`src/rtl/shcs_pkg.sv`:
```
// Package: shared helpers for the shared-term carry-select adder.
// Assumes widths are positive; callers check divisibility themselves.
package shcs_pkg;

    // Number of blocks for a width and a block size, rounded up.
    function automatic int unsigned block_count(input int unsigned width,
                                                input int unsigned blk_w);
        return (width + blk_w - 1) / blk_w;
    endfunction

    // Lowest bit index of block k.
    function automatic int unsigned block_base(input int unsigned k,
                                               input int unsigned blk_w);
        return k * blk_w;
    endfunction

endpackage

```
`src/rtl/shcs_terms.sv`:
```
// Module: shcs_terms
// Forms the per-bit generate, propagate and either terms that both
// speculative chains of every block read. Purely combinational.
module shcs_terms #(
    parameter int unsigned WIDTH = 32
) (
    input  logic [WIDTH-1:0] a_i,
    input  logic [WIDTH-1:0] b_i,
    output logic [WIDTH-1:0] gen_o,
    output logic [WIDTH-1:0] prop_o,
    output logic [WIDTH-1:0] either_o
);

    for (genvar i = 0; i < WIDTH; i++) begin : g_bit
        // One gate of each kind per bit position, shared downstream.
        assign gen_o[i]    = a_i[i] & b_i[i];
        assign prop_o[i]   = a_i[i] ^ b_i[i];
        assign either_o[i] = a_i[i] | b_i[i];
    end

endmodule

```
`src/rtl/shcs_chain.sv`:
```
// Module: shcs_chain
// One speculative carry chain of a block under a fixed carry-in
// assumption (ASSUME). Uses only shared terms: the lowest bit reduces to
// prop / ~prop for the sum and gen / either for the carry.
module shcs_chain #(
    parameter int unsigned BLK_W  = 4,
    parameter bit          ASSUME = 1'b0
) (
    input  logic [BLK_W-1:0] gen_i,
    input  logic [BLK_W-1:0] prop_i,
    input  logic [BLK_W-1:0] either_i,
    output logic [BLK_W-1:0] sum_o,
    output logic             carry_o
);

    logic [BLK_W:0] c;

    // Lowest bit: carry-in is the constant assumption.
    if (ASSUME) begin : g_low_one
        assign sum_o[0] = ~prop_i[0];
        assign c[1]     = either_i[0];
    end else begin : g_low_zero
        assign sum_o[0] = prop_i[0];
        assign c[1]     = gen_i[0];
    end
    assign c[0] = ASSUME;

    // Upper bits: generate/propagate ripple on the shared terms.
    for (genvar i = 1; i < BLK_W; i++) begin : g_up
        assign sum_o[i] = prop_i[i] ^ c[i];
        assign c[i+1]   = gen_i[i] | (prop_i[i] & c[i]);
    end

    assign carry_o = c[BLK_W];

    // Unused bit kept only for uniform indexing.
    logic unused_c0;
    assign unused_c0 = c[0];

endmodule

```
`src/rtl/shcs_block.sv`:
```
// Module: shcs_block
// One carry-select block: two speculative chains on shared terms and a
// selector driven by the real carry into the block. Exposes candidates
// so a bound checker can observe them.
module shcs_block #(
    parameter int unsigned BLK_W = 4
) (
    input  logic [BLK_W-1:0] gen_i,
    input  logic [BLK_W-1:0] prop_i,
    input  logic [BLK_W-1:0] either_i,
    input  logic             sel_i,
    output logic [BLK_W-1:0] sum_o,
    output logic             carry_o,
    output logic [BLK_W-1:0] s0_o,
    output logic [BLK_W-1:0] s1_o,
    output logic             c0_o,
    output logic             c1_o
);

    shcs_chain #(.BLK_W(BLK_W), .ASSUME(1'b0)) u_chain0 (
        .gen_i   (gen_i),
        .prop_i  (prop_i),
        .either_i(either_i),
        .sum_o   (s0_o),
        .carry_o (c0_o)
    );

    shcs_chain #(.BLK_W(BLK_W), .ASSUME(1'b1)) u_chain1 (
        .gen_i   (gen_i),
        .prop_i  (prop_i),
        .either_i(either_i),
        .sum_o   (s1_o),
        .carry_o (c1_o)
    );

    // Select the candidate matching the resolved block carry-in.
    always_comb begin
        if (sel_i) begin
            sum_o   = s1_o;
            carry_o = c1_o;
        end else begin
            sum_o   = s0_o;
            carry_o = c0_o;
        end
    end

endmodule

```
`src/rtl/shcs_adder.sv`:
```
// Module: shcs_adder (top)
// Combinational carry-select adder built from equal blocks whose two
// speculative chains share one set of per-bit terms. Assumes WIDTH is a
// multiple of BLK_W; elaboration stops otherwise. No clock, no state.
module shcs_adder
    import shcs_pkg::*;
#(
    parameter int unsigned WIDTH = 32,
    parameter int unsigned BLK_W = 4
) (
    input  logic [WIDTH-1:0] a_i,
    input  logic [WIDTH-1:0] b_i,
    input  logic             carry_i,
    output logic [WIDTH-1:0] sum_o,
    output logic             carry_o
);

    localparam int unsigned NBLK = block_count(WIDTH, BLK_W);

    if ((WIDTH % BLK_W) != 0) begin : g_bad_width
        $error("shcs_adder: WIDTH must be a multiple of BLK_W");
    end

    logic [WIDTH-1:0] gen, prop, either;
    logic [NBLK:0]    blk_cin;
    logic [NBLK-1:0]  cand_c0, cand_c1;
    logic [NBLK-1:0]  low_s0, low_s1;

    shcs_terms #(.WIDTH(WIDTH)) u_terms (
        .a_i     (a_i),
        .b_i     (b_i),
        .gen_o   (gen),
        .prop_o  (prop),
        .either_o(either)
    );

    assign blk_cin[0] = carry_i;

    for (genvar k = 0; k < NBLK; k++) begin : g_blk
        localparam int unsigned LO = block_base(k, BLK_W);
        logic [BLK_W-1:0] s0, s1;

        shcs_block #(.BLK_W(BLK_W)) u_block (
            .gen_i   (gen[LO +: BLK_W]),
            .prop_i  (prop[LO +: BLK_W]),
            .either_i(either[LO +: BLK_W]),
            .sel_i   (blk_cin[k]),
            .sum_o   (sum_o[LO +: BLK_W]),
            .carry_o (blk_cin[k+1]),
            .s0_o    (s0),
            .s1_o    (s1),
            .c0_o    (cand_c0[k]),
            .c1_o    (cand_c1[k])
        );

        // Lowest-bit candidates brought out for the checker.
        assign low_s0[k] = s0[0];
        assign low_s1[k] = s1[0];
    end

    assign carry_o = blk_cin[NBLK];

endmodule

```
`config.mk`:
```
export PLATFORM = sky130hd
export DESIGN_NAME = shcs_adder
export DESIGN_NICKNAME = d
export VERILOG_FILES = /design/src/rtl/shcs_pkg.sv /design/src/rtl/shcs_terms.sv /design/src/rtl/shcs_chain.sv /design/src/rtl/shcs_block.sv /design/src/rtl/shcs_adder.sv
export SDC_FILE = /design/constraint.sdc
export NUM_CORES = 1
export LEC_CHECK = 0
export BUFFER_PORTS_ARGS = -buffer_cell sky130_fd_sc_hd__buf_2
export CORE_UTILIZATION = 38
export DETAILED_ROUTE_END_ITERATION = 12
export PLACE_DENSITY = 0.73
export SLEW_MARGIN = 25
export SYNTH_ARGS = -nofsm -noshare
export SYNTH_HDL_FRONTEND = slang
export SYNTH_HIERARCHICAL = 1
export SYNTH_SLANG_ARGS = --single-unit
export TNS_END_PERCENT = 30
```
`constraint.sdc`:
```
create_clock -name vclk -period 6.1
set_input_delay 0.61 -clock vclk [all_inputs]
set_output_delay 0.61 -clock vclk [all_outputs]
set_load 0.02 [all_outputs]
```
======== Word-level counts from Yosys, hierarchy flattened ========
Index checks and enable logic that the tools add are counted.
cells by class
  multiplexer cells ....................... 16
  bitwise operators ....................... 224
operators with widths
  operator           number
  bitwise AND 1 bit  80
  bitwise XOR 1 bit  80
  OR 1 bit           56
  two-way mux 4 bit  8
  two-way mux 1 bit  8
  NOT 1 bit          8
storage, ports and cells
  flip-flop bits (word level) ............. 0
  input port bits ......................... 65
  output and inout bits ................... 33
  logic and storage cells ................. 240

======== Logic depth before layout (Yosys ltp) ========
  depth after elaboration ................. 15
  gate-level depth with buffers ........... 17

======== Modules after synthesis ========
Netlist, hierarchy kept.
by module, submodules not included
  module                                       times used  cells each  area each (um2)
  shcs_terms                                   1           160         1161.1
  shcs_chain at g_blk[0].u_block.u_chain0 ...  8           7           63.8
  shcs_chain at g_blk[0].u_block.u_chain1 ...  8           7           60.1
  shcs_block                                   8           5           56.3

======== Worst setup path after synthesis ========
No wires, ideal clock.
  kind .................................... input port to output port
  from .................................... input port a_i[1]
  to ...................................... output port carry_o
  data arrival time ....................... 4753 ps
  required time ........................... 5490 ps
  path slack .............................. 737 ps
  stages .................................. 16
  buffers on the path ..................... 0
  path through ............................ inv_1 -> ha_1 -> ha_1 -> or2_1 -> ha_1 -> or2_1 -> ha_1 -> or2_1 -> mux2_2 -> mux2_2 -> mux2_2 -> mux2_2 -> mux2_2 -> mux2_2 -> mux2_2 -> mux2_2
on the way
  word-level cells in the longest chain between the ends .. 15
  elaborated cells on any way between the ends .. 22
  classes of those cells .................. 8 x mux; 14 x bitwise
ends and longest elaborated chain
  what               RTL line          source
  from (decl)        shcs_adder.sv:11  input logic [WIDTH-1:0] a_i,
  bitwise XOR 1 bit  shcs_terms.sv:17  assign prop_o[i] = a_i[i] ^ b_i[i];
  via prop[1]        shcs_adder.sv:24  logic [WIDTH-1:0] gen, prop, either;
  bitwise AND 1 bit  shcs_chain.sv:31  assign c[i+1] = gen_i[i] | (prop_i[i] & c[i]);
  OR 1 bit           shcs_chain.sv:31
  bitwise AND 1 bit  shcs_chain.sv:31
  OR 1 bit           shcs_chain.sv:31
  bitwise AND 1 bit  shcs_chain.sv:31
  OR 1 bit           shcs_chain.sv:31
  via cand_c1[0]     shcs_adder.sv:26  logic [NBLK-1:0] cand_c0, cand_c1;
  [1 not listed]     --
  via blk_cin[1]     shcs_adder.sv:25  logic [NBLK:0] blk_cin;
  [1 not listed]     --
  via blk_cin[2]     shcs_adder.sv:25
  [1 not listed]     --
  via blk_cin[3]     shcs_adder.sv:25
  [1 not listed]     --
  via blk_cin[4]     shcs_adder.sv:25
  two-way mux 1 bit  shcs_block.sv:38  if (sel_i) begin
  via blk_cin[5]     shcs_adder.sv:25
  two-way mux 1 bit  shcs_block.sv:38
  via blk_cin[6]     shcs_adder.sv:25
  two-way mux 1 bit  shcs_block.sv:38
  via blk_cin[7]     shcs_adder.sv:25
  two-way mux 1 bit  shcs_block.sv:38
  to (decl)          shcs_adder.sv:15  output logic carry_o
The timed path passes the listed nets, and every way through them passes these cells.

======== Final worst setup path ========
  from .................................... input port a_i[1]
  to ...................................... output port sum_o[31]
on the way
  word-level cells in the longest chain between the ends .. 15
  elaborated cells on any way between the ends .. 22
  classes of those cells .................. 8 x mux; 14 x bitwise
ends and longest elaborated chain
  what               RTL line          source
  bitwise XOR 1 bit  shcs_terms.sv:17
  via prop[1]        shcs_adder.sv:24
  bitwise AND 1 bit  shcs_chain.sv:31
  OR 1 bit           shcs_chain.sv:31
  bitwise AND 1 bit  shcs_chain.sv:31
  OR 1 bit           shcs_chain.sv:31
  bitwise AND 1 bit  shcs_chain.sv:31
  OR 1 bit           shcs_chain.sv:31
  via cand_c1[0]     shcs_adder.sv:26
  [1 not listed]     --
  via blk_cin[1]     shcs_adder.sv:25
  [1 not listed]     --
  via blk_cin[2]     shcs_adder.sv:25
  [1 not listed]     --
  via blk_cin[3]     shcs_adder.sv:25
  [1 not listed]     --
  via blk_cin[4]     shcs_adder.sv:25
  two-way mux 1 bit  shcs_block.sv:38
  via blk_cin[5]     shcs_adder.sv:25
  two-way mux 1 bit  shcs_block.sv:38
  via blk_cin[6]     shcs_adder.sv:25
  two-way mux 1 bit  shcs_block.sv:38
  via blk_cin[7]     shcs_adder.sv:25
  two-way mux 4 bit  shcs_block.sv:38
  to (decl)          shcs_adder.sv:14  output logic [WIDTH-1:0] sum_o,
The timed path passes the listed nets, and every way through them passes these cells.

==> results.md <==
- Max stage delay cell, worst path: mux2_2
- Crit start category: input port
- Congestion Overflow GR: 0
- Cell mode on critical path: mux2_2
- Post-Layout Cell Count: around 460
- Die X: between 80 and 90 um
- Initial DRC count: 12
- Ant diodes: 0
- P_int: between 150 and 200 uW
- # resized after CTS: 0
- Avg Inst Size Synth: just under 9 um^2
- Starting density of the core: 39.57%
- Max Fanout on Critical Path: 5
- Sequential share of power: 0%
- Vias: 1952
- Worst hold endpoint: sum_o[0]
- Layout area overhead: 20.97%
- Yosys Warn Count: 6
- Count of pins over their slew limit: 0
- CP Cell Sequence: buf_2 -> inv_1 -> ha_1 -> ha_1 -> or2_1 -> ha_1 -> or2_1 -> ha_1 -> or2_1 -> mux2_2 -> mux2_2 -> mux2_2 -> mux2_2 -> mux2_2 -> mux2_2 -> mux2_2 -> mux2_2 -> buf_2
- Setup bufs post-CTS: 0
- Max cap viols: 0
- WHS Path Cells: 3
- CP Data Arrival Time: 5200 ps
- Pwr dens: 116.1 nW/um^2
- Finished Core Util: 47.86%
- WL final: around 4200 um
- Slowest stage delay, CP: roughly 410 ps
- Sequential cell area: 0 um^2
- Dpl hpwl: 4037 um
- CLK BUF: 0
- Fin crit period: between 5000 and 6000 ps
- Final #Nets: 557
- Setup CP Type: in -> out
- Core region area: around 6300 um^2
- FP Rows: 29
- Endpoint class of the critical path: primary output
- Final TNS setup: 0 ps
- Fin Hold WS: roughly 1700 ps
- Placed insts: 455
- Total GRT Usage: between 10% and 20%
- DIE AREA: 6941 um^2
- Share of layout cells above drive strength 1: a little over a third
- Largest net degree at the start of global routing: 6
- Number of hold buffers added after CTS: 0
- Mapped Nets: 465
- DR DRC count: 0
- Switching share of power: between 50% and 60%
- Post-Synthesis Cells: 288
- Worst IR Drop VDD: roughly 0.000083 V
- Worst Tran Pin Value: ~140 ps
- Final hold vios: 0
- Placed Area: about 3000 um^2
- Combinational group share of total power: 100.0%
- Final-report setup violation count: 0
- Pleak: around 0.002 uW
- Design area: 3039 um^2
- Switching power total: 187.7 uW
- Post-route antenna net violation count: 0
- Hold path start: carry_i
- Number of global-route vias before repair: 1907
- RePlAce Congestion: around 0.71
- Run status: finished, final reports clean
- Die H: about 83 um
- FFs & Latches: 0
- DR pass1 iterations: 4
- PortBufs: about 100
- Post-Syn Area: ~2500 um^2
- Worst EP required: 5490 ps
- Antenna violations before repair: 0
- Fmax: 172.0 MHz
- RSZ-0062 raised after global routing: no
- Clock Power Share: 0%
- Final period util: between 90% and 100%
- Drt via density: between 4 and 5
- WL per Instance: about 9.2 um
- Number of primary I/O pins: roughly 100
- Global-route wire length before repair: ~7400 um
- Hold WC Path Type: in -> out
- Max transition margin: 90.82%
==> per-stage QoR <==
stage	setup WS, ps	total power [uW]
2_1_floorplan	737.0	253.9
3_3_place_gp	333.6	347.4
3_5_place_dp	260.7	358.7
4_1_cts	241.7	361.2
5_1_grt	74.47	399.8
6_report	287.6	352.7
==> area by class of cell <==
| class | count | area (um^2) |
|---|---|---|
| Multi-Input combinational cell | 200 | 2152 |
| Inverter | 80 | 300.3 |
| Fill cell | 609 | 3311 |
| Timing Repair Buffer | 98 | 490.5 |
| Tap cell | 77 | 96.34 |
==> critical path: cells and delay by family <==
kind	cells	cell delay (ps)
and+or+nand+nor	3	670
adders and majority gates	4	860
muxes	8	2780
buffers and inverters	3	290
==> worst max path at each step <==
stage	from	endpoint	cells after the start
finish	a_i[1]	sum_o[31]	18
global placement	a_i[1]	sum_o[31]	18
global route	a_i[1]	sum_o[31]	18
CTS	a_i[1]	sum_o[31]	18
detailed placement	a_i[1]	sum_o[30]	18
floorplan	a_i[1]	carry_o	16
==> cells in the final DEF, fill, tap and decap left out <==
cell type and count:
buf_2 98, ha_1 112, or2_1 48, mux2_2 40, inv_1 80
==> per-layer routing <==
metal | global-route usage, % | routed length, um
met5 | 0 | 0
met4 | 0 | 0
met3 | 1.292 | 252
met2 | 23.92 | 2088
met1 | 15.19 | 1844
==> power groups by stage <==
stage | Combinational, uW | Sequential (uW) | Clock, uW
floorplan | 254 | 0 | 0
global placement | 347 | 0 | 0
detailed placement | 359 | 0 | 0
CTS | 361 | 0 | 0
global route | 400 | 0 | 0
finish | 353 | 0 | 0
No activity file was read; power rests on OpenSTA's default activity.
